--- src/rtl/tmr_stat_pkg.sv ---
package tmr_stat_pkg;
    localparam int NFLAG = 3;
    localparam int FLAG_A = 0;
    localparam int FLAG_B = 1;
    localparam int FLAG_WRAP = 2;
    localparam logic [1:0] ADDR_CNT = 2'd0;
    localparam logic [1:0] ADDR_GRA = 2'd1;
    localparam logic [1:0] ADDR_GRB = 2'd2;
    localparam logic [1:0] ADDR_STAT = 2'd3;
    localparam logic [4:0] STAT_RSVD = 5'b11111;
endpackage

--- src/rtl/tmr_counter.sv ---
module tmr_counter #(
    parameter int W = 16
) (
    input  logic         clk,
    input  logic         rst_n,
    input  logic         step_en,
    input  logic         dir_down,
    input  logic         updown_en,
    input  logic         load,
    input  logic [W-1:0] load_val,
    output logic [W-1:0] cnt_q,
    output logic [W-1:0] cnt_next,
    output logic         stepped,
    output logic         wrap
);
    typedef struct packed {
        logic [W-1:0] cnt;
    } cnt_st_t;

    cnt_st_t st_d, st_q;
    logic    go_down;

    always_comb begin
        st_d    = st_q;
        go_down = updown_en & dir_down;
        stepped = step_en & ~load;
        if (load) begin
            st_d.cnt = load_val;
        end else if (step_en) begin
            st_d.cnt = go_down ? st_q.cnt - 1'b1 : st_q.cnt + 1'b1;
        end
        wrap = stepped & (go_down ? (st_q.cnt == '0) : (st_q.cnt == '1));
    end

    always_ff @(posedge clk or negedge rst_n) begin
        if (!rst_n) st_q <= '0;
        else        st_q <= st_d;
    end

    assign cnt_q    = st_q.cnt;
    assign cnt_next = st_d.cnt;
endmodule

--- src/rtl/tmr_genreg.sv ---
module tmr_genreg #(
    parameter int W = 16,
    parameter logic [W-1:0] RST_VAL = '1
) (
    input  logic         clk,
    input  logic         rst_n,
    input  logic         cap_mode,
    input  logic         cap_strobe,
    input  logic         load,
    input  logic [W-1:0] load_val,
    input  logic [W-1:0] cnt_q,
    input  logic [W-1:0] cnt_next,
    input  logic         stepped,
    output logic [W-1:0] reg_q,
    output logic         hit
);
    typedef struct packed {
        logic [W-1:0] val;
    } gr_st_t;

    gr_st_t st_d, st_q;
    logic   do_cap;

    always_comb begin
        st_d   = st_q;
        do_cap = cap_mode & cap_strobe;
        if (do_cap) begin
            st_d.val = cnt_q;
        end else if (load) begin
            st_d.val = load_val;
        end
        hit = do_cap | (~cap_mode & stepped & (cnt_next == st_q.val));
    end

    always_ff @(posedge clk or negedge rst_n) begin
        if (!rst_n) st_q.val <= RST_VAL;
        else        st_q     <= st_d;
    end

    assign reg_q = st_q.val;
endmodule

--- src/rtl/tmr_flags.sv ---
module tmr_flags #(
    parameter int N = 3
) (
    input  logic         clk,
    input  logic         rst_n,
    input  logic [N-1:0] set_ev,
    input  logic         rd_stat,
    input  logic         wr_stat,
    input  logic [N-1:0] wr_bits,
    output logic [N-1:0] flags_q
);
    typedef struct packed {
        logic [N-1:0] flag;
        logic [N-1:0] armed;
    } fl_st_t;

    fl_st_t       st_d, st_q;
    logic [N-1:0] clr;

    always_comb begin
        st_d = st_q;
        clr  = {N{wr_stat}} & ~wr_bits & st_q.armed;
        st_d.flag = (st_q.flag & ~clr) | set_ev;
        if (rd_stat) st_d.armed = st_d.armed | st_q.flag;
        if (wr_stat) st_d.armed = st_d.armed & wr_bits;
        st_d.armed = st_d.armed & st_d.flag;
    end

    always_ff @(posedge clk or negedge rst_n) begin
        if (!rst_n) st_q <= '0;
        else        st_q <= st_d;
    end

    assign flags_q = st_q.flag;
endmodule

--- src/rtl/tmr_status_ch.sv ---
module tmr_status_ch #(
    parameter int CNT_W = 16,
    parameter logic [CNT_W-1:0] GR_RESET = '1
) (
    input  logic             clk,
    input  logic             rst_n,
    input  logic             count_en,
    input  logic             count_down,
    input  logic             updown_en,
    input  logic             cap_mode_a,
    input  logic             cap_mode_b,
    input  logic             cap_a,
    input  logic             cap_b,
    input  logic             bus_rd,
    input  logic             bus_wr,
    input  logic [1:0]       bus_addr,
    input  logic [CNT_W-1:0] bus_wdata,
    output logic [CNT_W-1:0] bus_rdata,
    output logic [7:0]       status_o,
    output logic             event_o
);
    import tmr_stat_pkg::*;

    localparam int NGR = 2;

    logic [CNT_W-1:0] cnt_q, cnt_next;
    logic             stepped, wrap;
    logic [NGR-1:0]   gr_mode, gr_cap, gr_load, gr_hit;
    logic [CNT_W-1:0] gr_q [NGR];
    logic [CNT_W-1:0] gra_q, grb_q;
    logic [NFLAG-1:0] flags_q, set_ev;
    logic             sel_cnt, sel_stat;

    assign sel_cnt  = bus_addr == ADDR_CNT;
    assign sel_stat = bus_addr == ADDR_STAT;

    tmr_counter #(.W(CNT_W)) i_cnt (
        .clk(clk), .rst_n(rst_n), .step_en(count_en), .dir_down(count_down),
        .updown_en(updown_en), .load(bus_wr & sel_cnt), .load_val(bus_wdata),
        .cnt_q(cnt_q), .cnt_next(cnt_next), .stepped(stepped), .wrap(wrap)
    );

    assign gr_mode = {cap_mode_b, cap_mode_a};
    assign gr_cap  = {cap_b, cap_a};
    assign gr_load = {bus_wr & (bus_addr == ADDR_GRB), bus_wr & (bus_addr == ADDR_GRA)};

    for (genvar g = 0; g < NGR; g++) begin : g_gr
        tmr_genreg #(.W(CNT_W), .RST_VAL(GR_RESET)) i_gr (
            .clk(clk), .rst_n(rst_n), .cap_mode(gr_mode[g]), .cap_strobe(gr_cap[g]),
            .load(gr_load[g]), .load_val(bus_wdata), .cnt_q(cnt_q),
            .cnt_next(cnt_next), .stepped(stepped), .reg_q(gr_q[g]), .hit(gr_hit[g])
        );
    end

    assign gra_q = gr_q[0];
    assign grb_q = gr_q[1];

    always_comb begin
        set_ev            = '0;
        set_ev[FLAG_A]    = gr_hit[0];
        set_ev[FLAG_B]    = gr_hit[1];
        set_ev[FLAG_WRAP] = wrap;
    end

    tmr_flags #(.N(NFLAG)) i_flags (
        .clk(clk), .rst_n(rst_n), .set_ev(set_ev), .rd_stat(bus_rd & sel_stat),
        .wr_stat(bus_wr & sel_stat), .wr_bits(bus_wdata[NFLAG-1:0]), .flags_q(flags_q)
    );

    assign status_o = {STAT_RSVD, flags_q};
    assign event_o  = |flags_q;

    always_comb begin
        case (bus_addr)
            ADDR_CNT: bus_rdata = cnt_q;
            ADDR_GRA: bus_rdata = gra_q;
            ADDR_GRB: bus_rdata = grb_q;
            default:  bus_rdata = {{(CNT_W-8){1'b0}}, status_o};
        endcase
    end
endmodule

--- config.mk ---
export PLATFORM = sky130hd
export DESIGN_NAME = tmr_status_ch
export DESIGN_NICKNAME = d
export VERILOG_FILES = /design/src/rtl/tmr_stat_pkg.sv /design/src/rtl/tmr_counter.sv /design/src/rtl/tmr_genreg.sv /design/src/rtl/tmr_flags.sv /design/src/rtl/tmr_status_ch.sv
export SDC_FILE = /design/constraint.sdc
export NUM_CORES = 1
export LEC_CHECK = 0
export ABC_AREA = 1
export BUFFER_PORTS_ARGS = -buffer_cell sky130_fd_sc_hd__clkbuf_2
export CAP_MARGIN = 5
export CORE_ASPECT_RATIO = 2
export CORE_MARGIN = 5
export CORE_UTILIZATION = 25
export DETAILED_ROUTE_END_ITERATION = 10
export GPL_TIMING_DRIVEN = 0
export SLEW_MARGIN = 20
export SYNTH_ARGS = -nofsm -noshare
export SYNTH_HDL_FRONTEND = slang
export SYNTH_HIERARCHICAL = 1
export SYNTH_SLANG_ARGS = --single-unit
--- constraint.sdc ---
create_clock -name clk -period 5.6 [get_ports clk]
set_input_delay 1.12 -clock clk [delete_from_list [all_inputs] [get_ports clk]]
set_output_delay 1.12 -clock clk [all_outputs]
set_load 0.05 [all_outputs]
==> qor.csv <==
stage,metric,value,unit
global_route,overflow,0,
detailed_routing,drc,0,
die,die-area,0.0229,mm^2
worst_hold_path,hold_class,flip-flop to flip-flop,
die,fp.coreArea,0.0197,mm^2
global_route,grt_usage,16.8,%
timing,fin_crit,3.99,ns
timing,clock_skew,0.00656,ns
cts,clock_latency,0.30,ns
global_route,grt_start_max_net_pins,46,
power,vdd_drop_max,0.199,mV
die,row_count,73,
timing,rsz0062_at_grt,no,
cells_and_area,fillers,2255,
synthesis,synth_seq_cells,54,
die,die_y,209,um
synthesis,syn_area,0.00496,mm^2
critical_path,worstPathMaxFanout,10,
cts,ctsRootBufferMaster,clkbuf_16,
cells_and_area,final_common_cell,nand2_1,
critical_path,reg2reg_to,i_flags/st_q[1]$_DFF_PN0_,
die,start_util,25.2,%
detailed_routing,via_count,5261,
cells_and_area,drive_above_1_share,20.3,%
detailed_routing,met3_length,681,um
power,sequentialPowerShare,33.0,%
power,clkPwrFrac,17.9,%
detailed_routing,wl_met2,10200,um
timing,finalSetupTns,0,ns
cts,postCtsHoldBufs,0,
run_status,status,"complete, no violations",
critical_path,worstSetupStartpointType,input pin,
die,ios,54,
power,p_int,1070,uW
power,p_leak,0.00286,uW
cts,cts_num_sinks,54,
die,die_w,110,um
critical_path,crit_required,5.83,ns
detailed_routing,m1WireLength,6050,um
power,combPwrFrac,49.1,%
synthesis,synth_edf_count,0,
synthesis,ys_warn_count,6,
detailed_routing,routed_wl,19000,um
cells_and_area,seqCellArea,0.00139,mm^2
power,p_sw_share,48.1,%
synthesis,post_synth_num_cell_types,36,
global_route,grt_pass1_wl,28700,um
detailed_routing,viasPerCell,4.87,
critical_path,critical_path_class,input pin to flip-flop,
cts,clkTransAtPathRegs,0.08,ns
critical_path,crit_arrival,4.22,ns
cts,postCtsSetupBuffers,0,
synthesis,synth_cells,765,
synthesis,synth_seq_area_share,28.0,%
synthesis,dominantRegCellSynth,dfstp_2,
timing,hold_violations,0,
cells_and_area,final_util,28.9,%
global_route,grt_antenna_before_repair,0,
critical_path,r2r_cells,27,
power,power_density,361,mW/mm^2
place,hpwlAfterDp,15400,um
cts,cts_resized,0,
critical_path,r2r_start,i_cnt/cnt_q[1]$_DFF_PN0_,
global_route,grt_pass1_vias,5332,
detailed_routing,initialDrtViolationCount,333,
power,p_switching,992,uW
timing,worst_slew_margin_rel,35.7,%
cts,cts_buffer_depth,2,
place,gp_congestion,0.936,
cells_and_area,n_antenna_cell,0,
detailed_routing,postRouteAntennaNets,0,
critical_path,critPathLaunch,bus_addr[1],
cells_and_area,multi_input_area,0.00283,mm^2
critical_path,endpoint,i_flags/st_q[1]$_DFF_PN0_,
timing,period_share,71.3,%
flow_run,maxCapViolations,0,
synthesis,avgSynthCellArea,6.49,um^2
cells_and_area,final_cell_mix,"nand2_1, nand3_1, inv_1, nor2_1, clkbuf_2",
critical_path,worst_setup_path_end_kind,flip-flop,
detailed_routing,dr.pass1.iters,5,
cts,numCtsBuffers,5,
detailed_routing,routed.top_layer,met4,
place,portBuffers,40,
timing,worst_slew_pin_slew,0.957,ns
detailed_routing,wl_per_cell,17.6,um
timing,slew_viol_final,0,
synthesis,async_flop_share,100,%
cells_and_area,final_nets,847,
timing,fmax,251,MHz
cts,h-tree-depth,2,
critical_path,rrSetupSlack,2.38,ns
timing,setup_viol,0,
cts,cts_tree,built,
cells_and_area,area_delta_synth_final,14.9,%
==> per-layer routing <==
layer | global-route usage [%] | vias to the layer above
li1 | - | 2532
met1 | 15.1 | 2417
met2 | 30.9 | 206
met3 | 1.60 | 106
met4 | 16.3 | 0
met5 | 0 | -
==> Yosys cell counts (12+ instances only) <==
cell type    n  area share, %
dfstp_2     32             17
nor2_1      39            2.9
nand3_1    138             14
a21oi_1     22            2.2
inv_1      101            7.6
o21ai_0     17            1.7
dfrtp_1     22             11
o211ai_2    20            5.0
nand2_1    258             20
buf_4       12            1.8
buf_6       18            4.1
==> area by class of cell <==
type                            instances  share of cell area, %
Inverter                              108                   7.24
Clock inverter                          3                  0.767
Multi-Input combinational cell        564                   49.5
Timing Repair Buffer                   41                   4.03
Buffer                                 43                   6.14
Clock buffer                            5                   2.19
Sequential cell                        54                   24.4
Tap cell                              262                   5.74
==> worst min path at each step <==
stage                                                  start                                 end  slack, ns  cells after the start
after global routing       g_gr[0].i_gr/reg_q[8]$_DFFE_PN1P_   g_gr[0].i_gr/reg_q[8]$_DFFE_PN1P_       0.54                      2
after floorplan                 i_flags/flags_q[1]$_DFF_PN0_        i_flags/flags_q[1]$_DFF_PN0_       0.48                      2
after global placement     g_gr[0].i_gr/reg_q[8]$_DFFE_PN1P_   g_gr[0].i_gr/reg_q[8]$_DFFE_PN1P_       0.50                      2
after CTS                 g_gr[1].i_gr/reg_q[12]$_DFFE_PN1P_  g_gr[1].i_gr/reg_q[12]$_DFFE_PN1P_       0.52                      2
final                     g_gr[1].i_gr/reg_q[12]$_DFFE_PN1P_  g_gr[1].i_gr/reg_q[12]$_DFFE_PN1P_       0.52                      2
after detailed placement  g_gr[1].i_gr/reg_q[12]$_DFFE_PN1P_  g_gr[1].i_gr/reg_q[12]$_DFFE_PN1P_       0.51                      2
==> sequential cells by signal (all words and copies together) (netlist names) <==
signal / cells
g_gr.i_gr/reg_q: 32
i_cnt/cnt_q: 16
i_flags/flags_q: 3
i_flags/st_q: 3
==> kinds of logic after synthesis <==
| logic type | share of synthesized area [%] |
|---|---|
| AND/OR/NAND/NOR | 42.8 |
| XOR/XNOR | 2.29 |
| adder cells (fa/ha/maj) | 0.252 |
| buffers and inverters | 15.4 |
| AO/OA/AOI/OAI | 11.2 |
| flip-flops | 28.0 |
| other | 0.0755 |
==> worst max-delay path: stages <==
cell	delay [ns]
buf_6	0.13
buf_2	0.20
nor3_1	0.79
clkbuf_1	0.57
a21oi_1	0.08
a21oi_1	0.46
inv_1	0.08
nand2_1	0.07
nand2_1	0.05
inv_1	0.04
nand3_1	0.07
nor2_1	0.16
nand3_1	0.11
nand2_1	0.10
inv_1	0.06
a21oi_1	0.13
==> power groups by stage <==
| stage | Combinational [uW] | Clock [uW] | Sequential (uW) |
|---|---|---|---|
| global route | 1120 | 393 | 696 |
| finish | 1010 | 368 | 681 |
| floorplan | 756 | 0 | 623 |
| detailed placement | 1000 | 0 | 687 |
| global placement | 990 | 0 | 684 |
| CTS | 1010 | 378 | 680 |
==> metrics by stage <==
| step | hold WS [ns] | power (uW) | setup slack (ns) | std cells | cell area, um^2 |
|---|---|---|---|---|---|
| 2_1_floorplan | 0.483 | 1380 | 2.38 | 769 | 4980 |
| 3_3_place_gp | 0.501 | 1670 | 1.44 | 1071 | 5510 |
| 3_5_place_dp | 0.508 | 1690 | 1.38 | 1072 | 5540 |
| 4_1_cts | 0.520 | 2070 | 1.70 | 1080 | 5710 |
| 5_1_grt | 0.543 | 2200 | 1.43 | 1080 | 5710 |
| 6_report | 0.520 | 2060 | 1.61 | 1080 | 5710 |
(Power assumes the default switching activity.)
